[src/rtl/sc_xcvr_pkg.sv]
package sc_xcvr_pkg;

  localparam int CHAR_SLOTS = 11;

  typedef enum logic [1:0] {
    RX_IDLE  = 2'd0,
    RX_START = 2'd1,
    RX_BITS  = 2'd2
  } rx_state_t;

  // parity slot value for a byte under the selected sense
  function automatic logic parity_of(input logic [7:0] d, input logic odd);
    return (^d) ^ odd;
  endfunction

  // the assembled character, slot 0 first at the LSB
  function automatic logic [CHAR_SLOTS-1:0] build_char(input logic [7:0] d, input logic odd);
    return {1'b1, parity_of(d, odd), d, 1'b0};
  endfunction

endpackage

[src/rtl/sc_fifo.sv]
module sc_fifo #(
  parameter int W     = 8,
  parameter int DEPTH = 8
) (
  input  logic         clk,
  input  logic         rst_n,
  input  logic         push,
  input  logic [W-1:0] wdata,
  input  logic         pop,
  output logic [W-1:0] rdata,
  output logic         full,
  output logic         empty
);
  localparam int AW = $clog2(DEPTH);
  localparam logic [AW:0] FULL_CNT = DEPTH[AW:0];

  logic [W-1:0]  mem [DEPTH];
  logic [AW-1:0] wr_ptr, rd_ptr;
  logic [AW:0]   count;
  logic          do_push, do_pop;

  assign full    = (count == FULL_CNT);
  assign empty   = (count == '0);
  assign do_push = push && !full;
  assign do_pop  = pop && !empty;
  assign rdata   = mem[rd_ptr];

  always_ff @(posedge clk or negedge rst_n) begin
    if (!rst_n) begin
      wr_ptr <= '0;
      rd_ptr <= '0;
      count  <= '0;
    end else begin
      if (do_push) wr_ptr <= wr_ptr + 1'b1;
      if (do_pop)  rd_ptr <= rd_ptr + 1'b1;
      case ({do_push, do_pop})
        2'b10:   count <= count + 1'b1;
        2'b01:   count <= count - 1'b1;
        default: count <= count;
      endcase
    end
  end

  always_ff @(posedge clk) begin
    if (do_push) mem[wr_ptr] <= wdata;
  end
endmodule

[src/rtl/sc_tx_engine.sv]
module sc_tx_engine
  import sc_xcvr_pkg::*;
#(
  parameter int ETU_W = 16
) (
  input  logic             clk,
  input  logic             rst_n,
  input  logic [ETU_W-1:0] etu,
  input  logic             odd,
  input  logic             start_ok,
  input  logic [7:0]       data,
  output logic             pop,
  output logic             busy,
  output logic             drive_low
);
  localparam logic [3:0] LAST_SLOT = 4'(CHAR_SLOTS - 1);

  logic [CHAR_SLOTS-1:0] shreg;
  logic [3:0]            slot;
  logic [ETU_W-1:0]      tick;
  logic                  slot_end;

  assign pop       = !busy && start_ok;
  assign slot_end  = (tick == etu - 1'b1);
  assign drive_low = busy && !shreg[0];

  always_ff @(posedge clk or negedge rst_n) begin
    if (!rst_n) begin
      busy  <= 1'b0;
      shreg <= '1;
      slot  <= '0;
      tick  <= '0;
    end else if (pop) begin
      busy  <= 1'b1;
      shreg <= build_char(data, odd);
      slot  <= '0;
      tick  <= '0;
    end else if (busy) begin
      if (slot_end) begin
        tick <= '0;
        if (slot == LAST_SLOT) begin
          busy <= 1'b0;
        end else begin
          slot  <= slot + 1'b1;
          shreg <= {1'b1, shreg[CHAR_SLOTS-1:1]};
        end
      end else begin
        tick <= tick + 1'b1;
      end
    end
  end
endmodule

[src/rtl/sc_rx_engine.sv]
module sc_rx_engine
  import sc_xcvr_pkg::*;
#(
  parameter int ETU_W = 16
) (
  input  logic             clk,
  input  logic             rst_n,
  input  logic [ETU_W-1:0] etu,
  input  logic             odd,
  input  logic             enable,
  input  logic             line,
  input  logic             q_full,
  output logic             push,
  output logic [7:0]       rx_byte,
  output logic             busy,
  output logic             stop_ev,
  output logic             par_err_ev,
  output logic             frm_err_ev,
  output logic             ovr_ev
);
  localparam logic [3:0] STOP_IDX = 4'd9;

  rx_state_t        state;
  logic [ETU_W-1:0] tick;
  logic [3:0]       idx;
  logic [8:0]       shreg;
  logic             mid_start, mid_slot;

  assign mid_start  = (state == RX_START) && (tick == (etu >> 1) - 1'b1);
  assign mid_slot   = (state == RX_BITS) && (tick == etu - 1'b1);
  assign stop_ev    = mid_slot && (idx == STOP_IDX);
  assign push       = stop_ev && !q_full;
  assign ovr_ev     = stop_ev && q_full;
  assign par_err_ev = stop_ev && (shreg[8] != parity_of(shreg[7:0], odd));
  assign frm_err_ev = stop_ev && !line;
  assign rx_byte    = shreg[7:0];
  assign busy       = (state != RX_IDLE);

  always_ff @(posedge clk or negedge rst_n) begin
    if (!rst_n) begin
      state <= RX_IDLE;
      tick  <= '0;
      idx   <= '0;
      shreg <= '0;
    end else begin
      unique case (state)
        RX_IDLE: begin
          tick <= '0;
          if (enable && !line) state <= RX_START;
        end
        RX_START: begin
          if (mid_start) begin
            tick  <= '0;
            idx   <= '0;
            state <= line ? RX_IDLE : RX_BITS;
          end else begin
            tick <= tick + 1'b1;
          end
        end
        RX_BITS: begin
          if (mid_slot) begin
            tick <= '0;
            if (idx == STOP_IDX) begin
              state <= RX_IDLE;
            end else begin
              shreg <= {line, shreg[8:1]};
              idx   <= idx + 1'b1;
            end
          end else begin
            tick <= tick + 1'b1;
          end
        end
        default: state <= RX_IDLE;
      endcase
    end
  end
endmodule

[src/rtl/sc_char_xcvr.sv]
module sc_char_xcvr
  import sc_xcvr_pkg::*;
#(
  parameter int ETU_W   = 16,
  parameter int Q_DEPTH = 8,
  parameter int SYNC_N  = 2
) (
  input  logic             clk,
  input  logic             rst_n,
  input  logic [ETU_W-1:0] etu_cycles,
  input  logic             odd_parity,
  input  logic             err_clear,
  input  logic             tx_wr,
  input  logic [7:0]       tx_data,
  output logic             tx_full,
  output logic             tx_overflow,
  input  logic             rx_rd,
  output logic [7:0]       rx_data,
  input  logic             io_in,
  output logic             io_drive_low,
  output logic             st_data_ready,
  output logic             st_parity_err,
  output logic             st_frame_err,
  output logic             st_overrun,
  output logic             st_tx_empty
);
  logic [SYNC_N-1:0] sync_q;
  logic       line_s;
  logic       txq_empty, txq_pop;
  logic [7:0] txq_head;
  logic       tx_busy, tx_start_ok;
  logic       rxq_full, rxq_empty, rx_push;
  logic [7:0] rx_byte;
  logic       rx_busy, rx_stop_ev, par_ev, frm_ev, ovr_ev;

  // line synchroniser, idles released
  always_ff @(posedge clk or negedge rst_n) begin
    if (!rst_n) sync_q <= '1;
    else        sync_q <= {sync_q[SYNC_N-2:0], io_in};
  end
  assign line_s = sync_q[SYNC_N-1];

  sc_fifo #(.W(8), .DEPTH(Q_DEPTH)) i_txq (
    .clk(clk), .rst_n(rst_n), .push(tx_wr), .wdata(tx_data),
    .pop(txq_pop), .rdata(txq_head), .full(tx_full), .empty(txq_empty)
  );

  assign tx_start_ok = !txq_empty && !rx_busy;

  sc_tx_engine #(.ETU_W(ETU_W)) i_tx (
    .clk(clk), .rst_n(rst_n), .etu(etu_cycles), .odd(odd_parity),
    .start_ok(tx_start_ok), .data(txq_head), .pop(txq_pop),
    .busy(tx_busy), .drive_low(io_drive_low)
  );

  sc_rx_engine #(.ETU_W(ETU_W)) i_rx (
    .clk(clk), .rst_n(rst_n), .etu(etu_cycles), .odd(odd_parity),
    .enable(!tx_busy), .line(line_s), .q_full(rxq_full),
    .push(rx_push), .rx_byte(rx_byte), .busy(rx_busy), .stop_ev(rx_stop_ev),
    .par_err_ev(par_ev), .frm_err_ev(frm_ev), .ovr_ev(ovr_ev)
  );

  sc_fifo #(.W(8), .DEPTH(Q_DEPTH)) i_rxq (
    .clk(clk), .rst_n(rst_n), .push(rx_push), .wdata(rx_byte),
    .pop(rx_rd), .rdata(rx_data), .full(rxq_full), .empty(rxq_empty)
  );

  // sticky error flags: a new event wins over a clear in the same cycle
  always_ff @(posedge clk or negedge rst_n) begin
    if (!rst_n) begin
      st_parity_err <= 1'b0;
      st_frame_err  <= 1'b0;
      st_overrun    <= 1'b0;
      tx_overflow   <= 1'b0;
    end else begin
      st_parity_err <= par_ev || (st_parity_err && !err_clear);
      st_frame_err  <= frm_ev || (st_frame_err && !err_clear);
      st_overrun    <= ovr_ev || (st_overrun && !err_clear);
      tx_overflow   <= tx_wr && tx_full;
    end
  end

  assign st_data_ready = !rxq_empty;
  assign st_tx_empty   = txq_empty && !tx_busy;
endmodule

[config.mk]
export PLATFORM = sky130hd
export DESIGN_NAME = sc_char_xcvr
export DESIGN_NICKNAME = d
export VERILOG_FILES = /design/src/rtl/sc_xcvr_pkg.sv /design/src/rtl/sc_fifo.sv /design/src/rtl/sc_tx_engine.sv /design/src/rtl/sc_rx_engine.sv /design/src/rtl/sc_char_xcvr.sv
export SDC_FILE = /design/constraint.sdc
export NUM_CORES = 1
export LEC_CHECK = 0
export BUFFER_PORTS_ARGS = -buffer_cell sky130_fd_sc_hd__buf_2
export CAP_MARGIN = 10
export CORE_ASPECT_RATIO = 0.9
export CORE_MARGIN = 3
export CORE_UTILIZATION = 40
export CTS_BUF_LIST = sky130_fd_sc_hd__clkbuf_8
export DETAILED_ROUTE_END_ITERATION = 7
export GPL_TIMING_DRIVEN = 0
export REMOVE_ABC_BUFFERS = 1
export SLEW_MARGIN = 30
export SYNTH_ARGS = -nofsm -noshare
export SYNTH_HDL_FRONTEND = slang
export SYNTH_SLANG_ARGS = --single-unit
export TNS_END_PERCENT = 50
[constraint.sdc]
create_clock -name clk -period 6.2 [get_ports clk]
set_input_delay 0.31 -clock clk [delete_from_list [all_inputs] [get_ports clk]]
set_output_delay 0.31 -clock clk [all_outputs]
set_load 0.1 [all_outputs]
==> flow_summary.rst, run 1 <==
.. list-table::
   :header-rows: 1

   * - Metric
     - Value
   * - Area growth syn-to-layout
     - 12.45%
   * - Mean instance size in the synthesized netlist
     - 13.09 um2
   * - Count of TritonRoute iterations in the first routing pass
     - 4
   * - Routed length per instance
     - 17.36 um
   * - Kind of start point of the critical path
     - input pin
   * - Global routing usage summed across all routing layers
     - 15.04%
   * - Ratio of total power to cell area
     - 274.9 mW/mm2
   * - Capturing element of the worst setup path
     - i_rxq.count[2]$_DFFE_PN0P_
   * - Starting Density
     - 41.21%
   * - Number of buffers between clock root and the deepest sink
     - 3
   * - Met3 Track Usage GR
     - 2.760%
   * - Clock tree from TritonCTS
     - built
   * - Total core area
     - 0.02739 mm2
   * - CP Depth
     - 16
   * - Ant diodes
     - 0
   * - Routability congestion estimate
     - 0.8857
   * - Period utilization
     - 72.91%
   * - Number of buffers and inverters on the critical path
     - 2
   * - Row count
     - 57
   * - Via density
     - 5.351
   * - HPWL after detailed placement
     - 15.46 mm
   * - Count of synthesis-stage warnings from yosys
     - 0
   * - Wire length of the first global-routing pass
     - 36.25 mm
   * - Data arrival time at the worst-slack endpoint
     - 4.91 ns
   * - Die width
     - 183.1 um
   * - Overflow left after global routing
     - 0
   * - Cell chain of the critical path
     - buf_2, inv_1, ha_1, or3b_1, nor4_1, xnor3_1, o2111ai_1, nor3_1, nand4_1, ha_1, xor2_1, ha_1, a21oi_1, xor2_1, nor2_1, xor2_1
   * - Routed via count
     - 6,930
   * - Delay of the slowest cell on the worst path
     - 0.65 ns
   * - Critical R2R Capture
     - i_rxq.count[2]$_DFFE_PN0P_
   * - Beginning of the worst register-to-register path
     - i_rx.tick[10]$_DFFE_PN0P_
   * - Total of flip-flops plus latches after synthesis
     - 216
   * - Fraction of layout cells with a size suffix above 1
     - 22.32%
   * - Number of buffers created by CTS
     - 39
   * - Most frequently used cell type in the post-synthesis netlist
     - sky130_fd_sc_hd__edfxtp_1
   * - Clk slew on worst S/H paths
     - 0.06 ns
   * - Count of final hold-check violations
     - 0
   * - Total number of clock tree sinks
     - 216
   * - Relative slew slack
     - 37.04%
   * - Critical-path cell with the highest stage delay
     - sky130_fd_sc_hd__nor4_1
   * - Worst min-delay path class
     - input pin to flip-flop
   * - Post-CTS Repair Setup Buffers
     - 0
   * - Post-detailed-route count of antenna-violating nets
     - 0
   * - Required time worst endpoint
     - 6.59 ns
   * - Main area contributors after synthesis
     - sky130_fd_sc_hd__edfxtp_1 34%, sky130_fd_sc_hd__dfrtp_1 17%, sky130_fd_sc_hd__mux4_2 6.4%
   * - Clock latency of the later-clocked register in the worst-skew pair
     - 0.52 ns
   * - Pwr Total
     - 3.488 mW
   * - Post-Syn Area
     - 0.01128 mm2
   * - Primary FF master, synth
     - sky130_fd_sc_hd__edfxtp_1
   * - Number of flops mapped to enable cells by yosys
     - 128
   * - Summed negative setup slack over all endpoints
     - 0 ns
   * - Number of inserted filler cells in the final layout
     - 2,517
   * - Setup repair after global routing missed its margin
     - false
   * - Actual transition at the worst max-transition pin
     - 0.9410 ns
   * - Kind of cell with the highest combined delay on the critical path
     - simple AND/OR/NAND/NOR gates
   * - Post-CTS resize count
     - 0
   * - Status
     - finished, final reports clean
   * - Number of H-tree branching levels
     - 2
   * - Max Clock Skew
     - 0.02271 ns
   * - Number of max-slew violations in the final report
     - 0
   * - Top cell type's share of synthesized area
     - 34.06%
   * - Max VDD drop
     - 0.2325 mV
   * - Gate Count Post-Synth
     - 862
   * - Reported leakage power
     - 4.951 nW
   * - Capturing element type of the critical path
     - flip-flop
   * - Sequential-to-total area share from yosys stat
     - 53.71%
   * - Maximum number of pins on one net before global-route repair
     - 63
   * - Io pins
     - 47
   * - Peak-usage layer in the global routing report
     - met2
   * - Critical path class
     - input pin to flip-flop
   * - Total routed wirelength
     - 22.48 mm
   * - Maximum fanout count along the critical path
     - 12
   * - Total of max-cap violations
     - 0
   * - Final-report setup violation count
     - 0
   * - Library cell with the largest summed area after synthesis
     - sky130_fd_sc_hd__edfxtp_1
   * - Ys async rst share
     - 40.74%
   * - Min Tclk post-route
     - 4.520 ns
   * - Root Buffer
     - sky130_fd_sc_hd__clkbuf_8
   * - Top cells by count, synth
     - 128 x sky130_fd_sc_hd__edfxtp_1, 76 x sky130_fd_sc_hd__dfrtp_1, 53 x sky130_fd_sc_hd__xnor2_1, 41 x sky130_fd_sc_hd__nand2_1, 36 x sky130_fd_sc_hd__o21ai_0
   * - Iteration-0 DRC count of the detailed router
     - 416
   * - Highest attainable clock frequency
     - 221.2 MHz
   * - Start point of the worst hold path
     - tx_data[3]
   * - DRC errors left
     - 0
   * - Met1 routing resource usage after global routing
     - 20.73%
   * - Overall die area
     - 0.03027 mm2
   * - Fin nets
     - 965
   * - Floorplan die height
     - 165.3 um
   * - Number of unique standard cell types used by synthesis
     - 72
   * - Count of buffers from port buffering
     - 46
   * - Number of buffers inserted for hold repair after clock tree synthesis
     - 3
   * - Met2 Track Usage GR
     - 24.52%
   * - Via count of the first global-routing pass
     - 6,752
   * - Initial antenna violation count
     - 0
   * - Timing startpoint of the critical path
     - etu_cycles[2]
   * - Cell count of the worst reg-to-reg path
     - 13
   * - Slack of the worst reg-to-reg path
     - 2.12 ns
-- where the power goes --
group          switching (mW)  internal [mW]
clock                   0.577          0.723
sequential              0.100           1.64
combinational           0.244          0.205
total                   0.921           2.57
-- worst min path at each step --
stage | end | slack (ns) | cells after the start
global placement | sync_q[1]$_DFF_PN1_ | 0.35 | 0
CTS | i_txq.mem[5][2]$_DFFE_PP_ | 0.03 | 1
finish | i_txq.mem[2][3]$_DFFE_PP_ | 0.05 | 1
global route | i_txq.mem[6][2]$_DFFE_PP_ | 0.04 | 1
floorplan | i_rx.idx[0]$_DFFE_PN0P_ | 0.01 | 0
detailed placement | i_tx.tick[2]$_DFFE_PN0P_ | 0.21 | 1
-- cells by family (layout without fill, tap and decap cells) --
group | count (synthesis) | in the layout | share of synthesized area (%)
and+or+nand+nor | 251 | 251 | 13.23
muxes | 87 | 87 | 11.54
DFF | 216 | 216 | 53.71
buffers and inverters | 76 | 155 | 2.861
AOI/OAI and AO/OA | 118 | 118 | 7.152
adders and majority gates | 23 | 23 | 2.617
xor gates and xnor gates | 91 | 91 | 8.892
-- sequential cells by signal (all words and copies together), names as in the netlist, 2 cells and up --
| register | cells |
|---|---|
| i_rxq.rd_ptr | 3 |
| i_rxq.wr_ptr | 3 |
| i_rx.shreg | 9 |
| i_rxq.count | 4 |
| i_rx.tick | 16 |
| i_tx.slot | 4 |
| i_txq.count | 4 |
| i_txq.wr_ptr | 3 |
| i_rx.state | 2 |
| i_tx.shreg | 10 |
| i_txq.mem | 64 |
| sync_q | 2 |
| i_rx.idx | 4 |
| i_rxq.mem | 64 |
| i_txq.rd_ptr | 3 |
| i_tx.tick | 16 |
-- metal layers --
layer,up-vias,wire length [um],part of all wire (%)
met1,3404,10480,47
met3,37,974,4.3
met5,-,0,0
met2,144,10540,47
li1,3345,-,-
met4,0,484,2.2
-- stage by stage --
step | instances | instance area, um2 | utilization [%] | setup slack, ns | hold WS [ns]
floorplan | 811 | 11060 | - | 2.147 | 0.01441
global placement | 1211 | 11730 | 42.83 | 0.5549 | 0.3463
detailed placement | 1221 | 11890 | 43.42 | 1.162 | 0.2062
CTS | 1295 | 12690 | 46.33 | 1.725 | 0.03138
global route | 1295 | 12690 | 46.34 | 1.387 | 0.04051
finish | 1295 | 12690 | 46.34 | 1.680 | 0.05226
-- area by class of cell --
type	count	area, um2	share of cell area [%]
flip-flops and latches	216	6063	47.78
clock buffers	43	591.8	4.664
repair buffers	59	351.6	2.771
inverters	25	93.84	0.7395
clock inverters	28	173.9	1.371
well taps	354	442.9	3.490
multi-input cells	570	4972	39.18
-- cell usage in the layout, fill, tap and decap left out, types with 7 or more instances in the layout --
cell and instances:
sky130_fd_sc_hd__and3_1 21, sky130_fd_sc_hd__ha_1 22, sky130_fd_sc_hd__xnor2_1 53, sky130_fd_sc_hd__edfxtp_1 128, sky130_fd_sc_hd__dfstp_2 12, sky130_fd_sc_hd__clkbuf_8 43, sky130_fd_sc_hd__or3_1 8, sky130_fd_sc_hd__nand3_1 16
sky130_fd_sc_hd__dfrtp_1 74, sky130_fd_sc_hd__nor3_1 15, sky130_fd_sc_hd__o21bai_1 7, sky130_fd_sc_hd__nor2b_1 9, sky130_fd_sc_hd__buf_2 49, sky130_fd_sc_hd__nand4_1 8, sky130_fd_sc_hd__mux4_2 32, sky130_fd_sc_hd__xor2_1 23
sky130_fd_sc_hd__nand3b_1 7, sky130_fd_sc_hd__nand2_1 41, sky130_fd_sc_hd__mux2_2 24, sky130_fd_sc_hd__o21ai_0 36, sky130_fd_sc_hd__xnor3_1 15, sky130_fd_sc_hd__inv_1 42, sky130_fd_sc_hd__nor2_1 27, sky130_fd_sc_hd__nand2b_1 18
sky130_fd_sc_hd__nor4_1 15, sky130_fd_sc_hd__mux2i_1 30, sky130_fd_sc_hd__nor3b_1 17, sky130_fd_sc_hd__a21oi_1 14, sky130_fd_sc_hd__a21o_1 18
No activity file was read; power rests on OpenSTA's default activity.
==> run 2: changes to the inputs <==
--- a/config.mk
+++ b/config.mk
@@ -5,6 +5,7 @@
 export SDC_FILE = /design/constraint.sdc
 export NUM_CORES = 1
 export LEC_CHECK = 0
+export ABC_AREA = 1
 export BUFFER_PORTS_ARGS = -buffer_cell sky130_fd_sc_hd__buf_2
 export CAP_MARGIN = 10
 export CORE_ASPECT_RATIO = 0.9
==> constraint.sdc (replaced) <==
create_clock -name clk -period 3.9 [get_ports clk]
set_input_delay 0.195 -clock clk [delete_from_list [all_inputs] [get_ports clk]]
set_output_delay 0.195 -clock clk [all_outputs]
set_load 0.1 [all_outputs]
==> run 2 against run 1 <==
  * Area after synthesis is 4.7% higher
  * Highest routed layer unchanged
  * Power grew 70%
  * First-iteration DRC count increased by 51%
  * Clock skew shrank 0.0066 ns
  * Setup slack worse by 1.2 ns
  * Routed wire length rose by 19%
  * Critical path type is now flip-flop to primary output
  * Sequential share of layout area shrank 2.4 points
==> flow_summary.rst, run 2 <==
.. list-table::
   :header-rows: 1

   * - Metric
     - Value
   * - Final-report setup violation count
     - 0 (unchanged)
   * - Pwr Total
     - 5.928 mW (was 3.488 mW)
   * - Clk slew on worst S/H paths
     - 0.06 ns (about the same)
   * - Post-CTS Repair Setup Buffers
     - 0 (unchanged)
   * - Count of buffers from port buffering
     - 46 (unchanged)
   * - Most frequently used cell type in the post-synthesis netlist
     - sky130_fd_sc_hd__nand2_1 (was sky130_fd_sc_hd__edfxtp_1)
   * - Main area contributors after synthesis
     - sky130_fd_sc_hd__edfxtp_1 33%, sky130_fd_sc_hd__dfrtp_1 16%, sky130_fd_sc_hd__nand2_1 14% (was sky130_fd_sc_hd__edfxtp_1 34%, sky130_fd_sc_hd__dfrtp_1 17%, sky130_fd_sc_hd__mux4_2 6.4%)
   * - Total of flip-flops plus latches after synthesis
     - 216 (unchanged)
   * - Starting Density
     - 40.72% (was 41.21%)
   * - Number of buffers created by CTS
     - 39 (unchanged)
   * - Floorplan die height
     - 169.0 um (was 165.3 um)
   * - Final design area excluding fillers
     - 0.01335 mm2 (was 0.01269 mm2)
   * - Max VDD drop
     - 0.3012 mV (was 0.2325 mV)
   * - Via count of the first global-routing pass
     - 8,960 (was 6,752)
   * - Total number of clock tree sinks
     - 216 (unchanged)
   * - Post-placement cell area
     - 0.01239 mm2 (was 0.01189 mm2)
   * - Routed via count
     - 9,287 (was 6,930)
   * - Ant diodes
     - 0 (unchanged)
   * - Kind of cell with the highest combined delay on the critical path
     - buffers and inverters (was simple AND/OR/NAND/NOR gates)
   * - Fraction of layout cells with a size suffix above 1
     - 10.17% (was 22.32%)
   * - Placed Cells
     - 1,835 (was 1,221)
   * - Top cell type's share of synthesized area
     - 32.54% (was 34.06%)
   * - Overall die area
     - 0.03163 mm2 (was 0.03027 mm2)
   * - Total routed wirelength
     - 26.68 mm (was 22.48 mm)
   * - Cell chain of the critical path
     - clkinv_1, o21ai_0, o22ai_1, nor2_1, a31oi_1, buf_2 (was buf_2, inv_1, ha_1, or3b_1, nor4_1, xnor3_1, o2111ai_1, nor3_1, nand4_1, ha_1, xor2_1, ha_1, a21oi_1, xor2_1, nor2_1, xor2_1)
   * - Maximum number of pins on one net before global-route repair
     - 59 (was 63)
   * - Top cells by count, synth
     - 453 x sky130_fd_sc_hd__nand2_1, 169 x sky130_fd_sc_hd__nor2_1, 134 x sky130_fd_sc_hd__nand3_1, 131 x sky130_fd_sc_hd__inv_1, 128 x sky130_fd_sc_hd__edfxtp_1 (was 128 x sky130_fd_sc_hd__edfxtp_1, 76 x sky130_fd_sc_hd__dfrtp_1, 53 x sky130_fd_sc_hd__xnor2_1, 41 x sky130_fd_sc_hd__nand2_1, 36 x sky130_fd_sc_hd__o21ai_0)
   * - Io pins
     - 47 (unchanged)
   * - Total of max-cap violations
     - 0 (unchanged)
   * - Post-CTS resize count
     - 0 (unchanged)
   * - Maximum fanout count along the critical path
     - 34 (was 12)
   * - Commonest cells after routing, fill and taps aside
     - 453 x sky130_fd_sc_hd__nand2_1, 167 x sky130_fd_sc_hd__nor2_1, 143 x sky130_fd_sc_hd__inv_1 (was 128 x sky130_fd_sc_hd__edfxtp_1, 74 x sky130_fd_sc_hd__dfrtp_1, 53 x sky130_fd_sc_hd__xnor2_1)
   * - Global routing usage summed across all routing layers
     - 17.16% (was 15.04%)
   * - Root Buffer
     - sky130_fd_sc_hd__clkbuf_8 (unchanged)
   * - Initial antenna violation count
     - 0 (unchanged)
   * - Number of max-slew violations in the final report
     - 0 (unchanged)
   * - Clock latency of the later-clocked register in the worst-skew pair
     - 0.53 ns (was 0.52 ns)
   * - Count of synthesis-stage warnings from yosys
     - 0 (unchanged)
   * - Reported leakage power
     - 6.174 nW (was 4.951 nW)
   * - Critical path class
     - flip-flop to primary output (was input pin to flip-flop)
   * - Gate Count Post-Synth
     - 1,433 (was 862)
   * - Count of TritonRoute iterations in the first routing pass
     - 5 (was 4)
   * - Count of final hold-check violations
     - 0 (unchanged)
   * - HPWL after detailed placement
     - 18.36 mm (was 15.46 mm)
   * - Worst min-delay path class
     - input pin to flip-flop (unchanged)
   * - Routability congestion estimate
     - 0.8534 (was 0.8857)
   * - Area growth syn-to-layout
     - 12.99% (was 12.45%)
   * - Min Tclk post-route
     - 3.448 ns
   * - Library cell with the largest summed area after synthesis
     - sky130_fd_sc_hd__edfxtp_1 (unchanged)
   * - Delay of the slowest cell on the worst path
     - 0.88 ns (was 0.65 ns)
   * - Number of buffers between clock root and the deepest sink
     - 3 (unchanged)
   * - Ratio of total power to cell area
     - 444.1 mW/mm2 (was 274.9 mW/mm2)
   * - Ys async rst share
     - 40.74% (unchanged)
   * - Total core area
     - 0.02901 mm2 (was 0.02739 mm2)
   * - Sequential-to-total area share from yosys stat
     - 51.31% (was 53.71%)
   * - Kind of start point of the critical path
     - flip-flop (was input pin)
   * - Relative slew slack
     - 36.34% (was 37.04%)
   * - Post-Syn Area
     - 0.01181 mm2 (was 0.01128 mm2)
   * - Iteration-0 DRC count of the detailed router
     - 627 (was 416)
   * - Capturing element type of the critical path
     - primary output (was flip-flop)
   * - Number of unique standard cell types used by synthesis
     - 39 (was 72)
   * - Clock tree from TritonCTS
     - built (unchanged)
   * - Mean instance size in the synthesized netlist
     - 8.243 um2 (was 13.09 um2)
   * - Primary FF master, synth
     - sky130_fd_sc_hd__edfxtp_1 (unchanged)
   * - Routed length per instance
     - 13.90 um (was 17.36 um)
   * - Number of buffers inserted for hold repair after clock tree synthesis
     - 13 (was 3)
   * - Required time worst endpoint
     - 3.70 ns (was 6.59 ns)
   * - Number of flops mapped to enable cells by yosys
     - 128 (unchanged)
   * - Most common cell after layout, fill and taps aside
     - sky130_fd_sc_hd__nand2_1 (was sky130_fd_sc_hd__edfxtp_1)
   * - Overflow left after global routing
     - 0 (unchanged)
   * - Post-detailed-route count of antenna-violating nets
     - 0 (unchanged)
   * - Critical-path cell with the highest stage delay
     - sky130_fd_sc_hd__clkinv_1 (was sky130_fd_sc_hd__nor4_1)
   * - Status
     - finished, final reports clean (unchanged)
   * - Setup repair after global routing missed its margin
     - false (unchanged)
   * - Fin nets
     - 1,547 (was 965)
   * - Final Non-Filler Cells
     - 1,920 (was 1,295)
   * - Data arrival time at the worst-slack endpoint
     - 3.25 ns (was 4.91 ns)
   * - Highest attainable clock frequency
     - 290.1 MHz
   * - Worst slack at placement
     - 0.4299 ns (was 1.162 ns)
   * - Die width
     - 187.1 um (was 183.1 um)
   * - Number of buffers and inverters on the critical path
     - 2 (unchanged)
   * - Wire length of the first global-routing pass
     - 45.16 mm (was 36.25 mm)
   * - Via density
     - 4.837 (was 5.351)
   * - PnR worst setup slack
     - 0.4524 ns (was 1.680 ns)
   * - Worst hold-check slack
     - 0.03106 ns (was 0.05226 ns)
   * - DRC errors left
     - 0 (unchanged)
   * - Number of H-tree branching levels
     - 2 (unchanged)
   * - Max Clock Skew
     - 0.01609 ns (was 0.02271 ns)
   * - Row count
     - 59 (was 57)
   * - Registers with the most flip-flops
     - i_rxq.mem (64), i_txq.mem (64) (unchanged)
   * - Actual transition at the worst max-transition pin
     - 0.9538 ns (was 0.9410 ns)
   * - Period utilization
     - 88.40%
==> run 2: cell families (layout without fill, tap and decap cells) <==
| logic type | Yosys count | count (layout) | synth area share (%) |
|---|---|---|---|
| AOI/OAI and AO/OA | 123 | 123 | 5.614 |
| xor gates and xnor gates | 66 | 66 | 4.894 |
| adders and majority gates | 23 | 23 | 2.500 |
| buffers and inverters | 180 | 271 | 5.963 |
| DFF | 216 | 216 | 51.31 |
| muxes | 1 | 1 | 0.09532 |
| and+or+nand+nor | 824 | 824 | 29.63 |
==> run 2: worst paths after layout <==
path,slack [ns],to,depth (start not counted),startpoint
max in group asynchronous,3.13,i_tx.shreg[9]$_DFFE_PN1P_,3,rst_n
setup reg to reg,0.91,i_rxq.count[3]$_DFFE_PN0P_,20,i_rx.tick[2]$_DFFE_PN0P_
min in group asynchronous,0.10,i_rx.tick[6]$_DFFE_PN0P_,2,rst_n
hold reg to reg,0.36,sync_q[1]$_DFF_PN1_,0,sync_q[0]$_DFF_PN1_
setup / recovery,0.45,rx_data[4],6,i_rxq.rd_ptr[0]$_DFFE_PN0P_
hold / removal,0.03,i_tx.shreg[9]$_DFFE_PN1P_,5,odd_parity
==> run 2: final cells by class <==
cell class | count | area [um2]
well taps | 396 | 495.5
fillers | 2840 | 15670
flip-flops and latches | 216 | 6063
clock inverters | 26 | 186.4
clock buffers | 46 | 633.1
repair buffers | 60 | 394.1
inverters | 139 | 521.8
multi-input cells | 1037 | 5052
==> run 2: per-stage QoR <==
step / setup TNS, ns / util (%)
3_3_place_gp: 0 / 42.59
3_5_place_dp: 0 / 42.72
4_1_cts: 0 / 46.00
5_1_grt: 0 / 46.00
2_1_floorplan: -48.52 / -
6_report: 0 / 46.00
==> run 2: power breakdown <==
| part | internal [mW] | leakage [nW] | switching, mW |
|---|---|---|---|
| Combinational | 0.280 | 3.30 | 0.707 |
| Sequential | 2.62 | 2.41 | 0.104 |
| Clock | 1.27 | 0.462 | 0.948 |
| Total | 4.17 | 6.17 | 1.76 |
==> run 2: worst reg2reg max path, stage by stage (launching register included) <==
cell                       delay (ns)
sky130_fd_sc_hd__dfrtp_1         0.47
sky130_fd_sc_hd__inv_1           0.12
sky130_fd_sc_hd__nand2_1         0.08
sky130_fd_sc_hd__nand2_1         0.05
sky130_fd_sc_hd__nor2_1          0.14
sky130_fd_sc_hd__nand2_1         0.06
sky130_fd_sc_hd__nor2_1          0.13
sky130_fd_sc_hd__nand3_1         0.15
sky130_fd_sc_hd__inv_1           0.09
sky130_fd_sc_hd__nand2_1         0.05
sky130_fd_sc_hd__nor2_1          0.21
sky130_fd_sc_hd__nand3_1         0.20
sky130_fd_sc_hd__ha_1            0.29
sky130_fd_sc_hd__nand2_1         0.09
sky130_fd_sc_hd__inv_1           0.04
sky130_fd_sc_hd__nor2_1          0.12
sky130_fd_sc_hd__nand2_1         0.06
sky130_fd_sc_hd__nor2_1          0.12
sky130_fd_sc_hd__a31oi_1         0.06
sky130_fd_sc_hd__a211oi_1        0.22
sky130_fd_sc_hd__xor2_1          0.16
==> run 2: routing by layer <==
layer  global-route usage [%]  up-vias  share of wire (%)
met5                        0        -                  0
met4                    4.239        0                1.5
met3                    2.609       37                4.3
met2                    27.79      155                 45
met1                    24.35     4311                 49
li1                         -     4784                  -
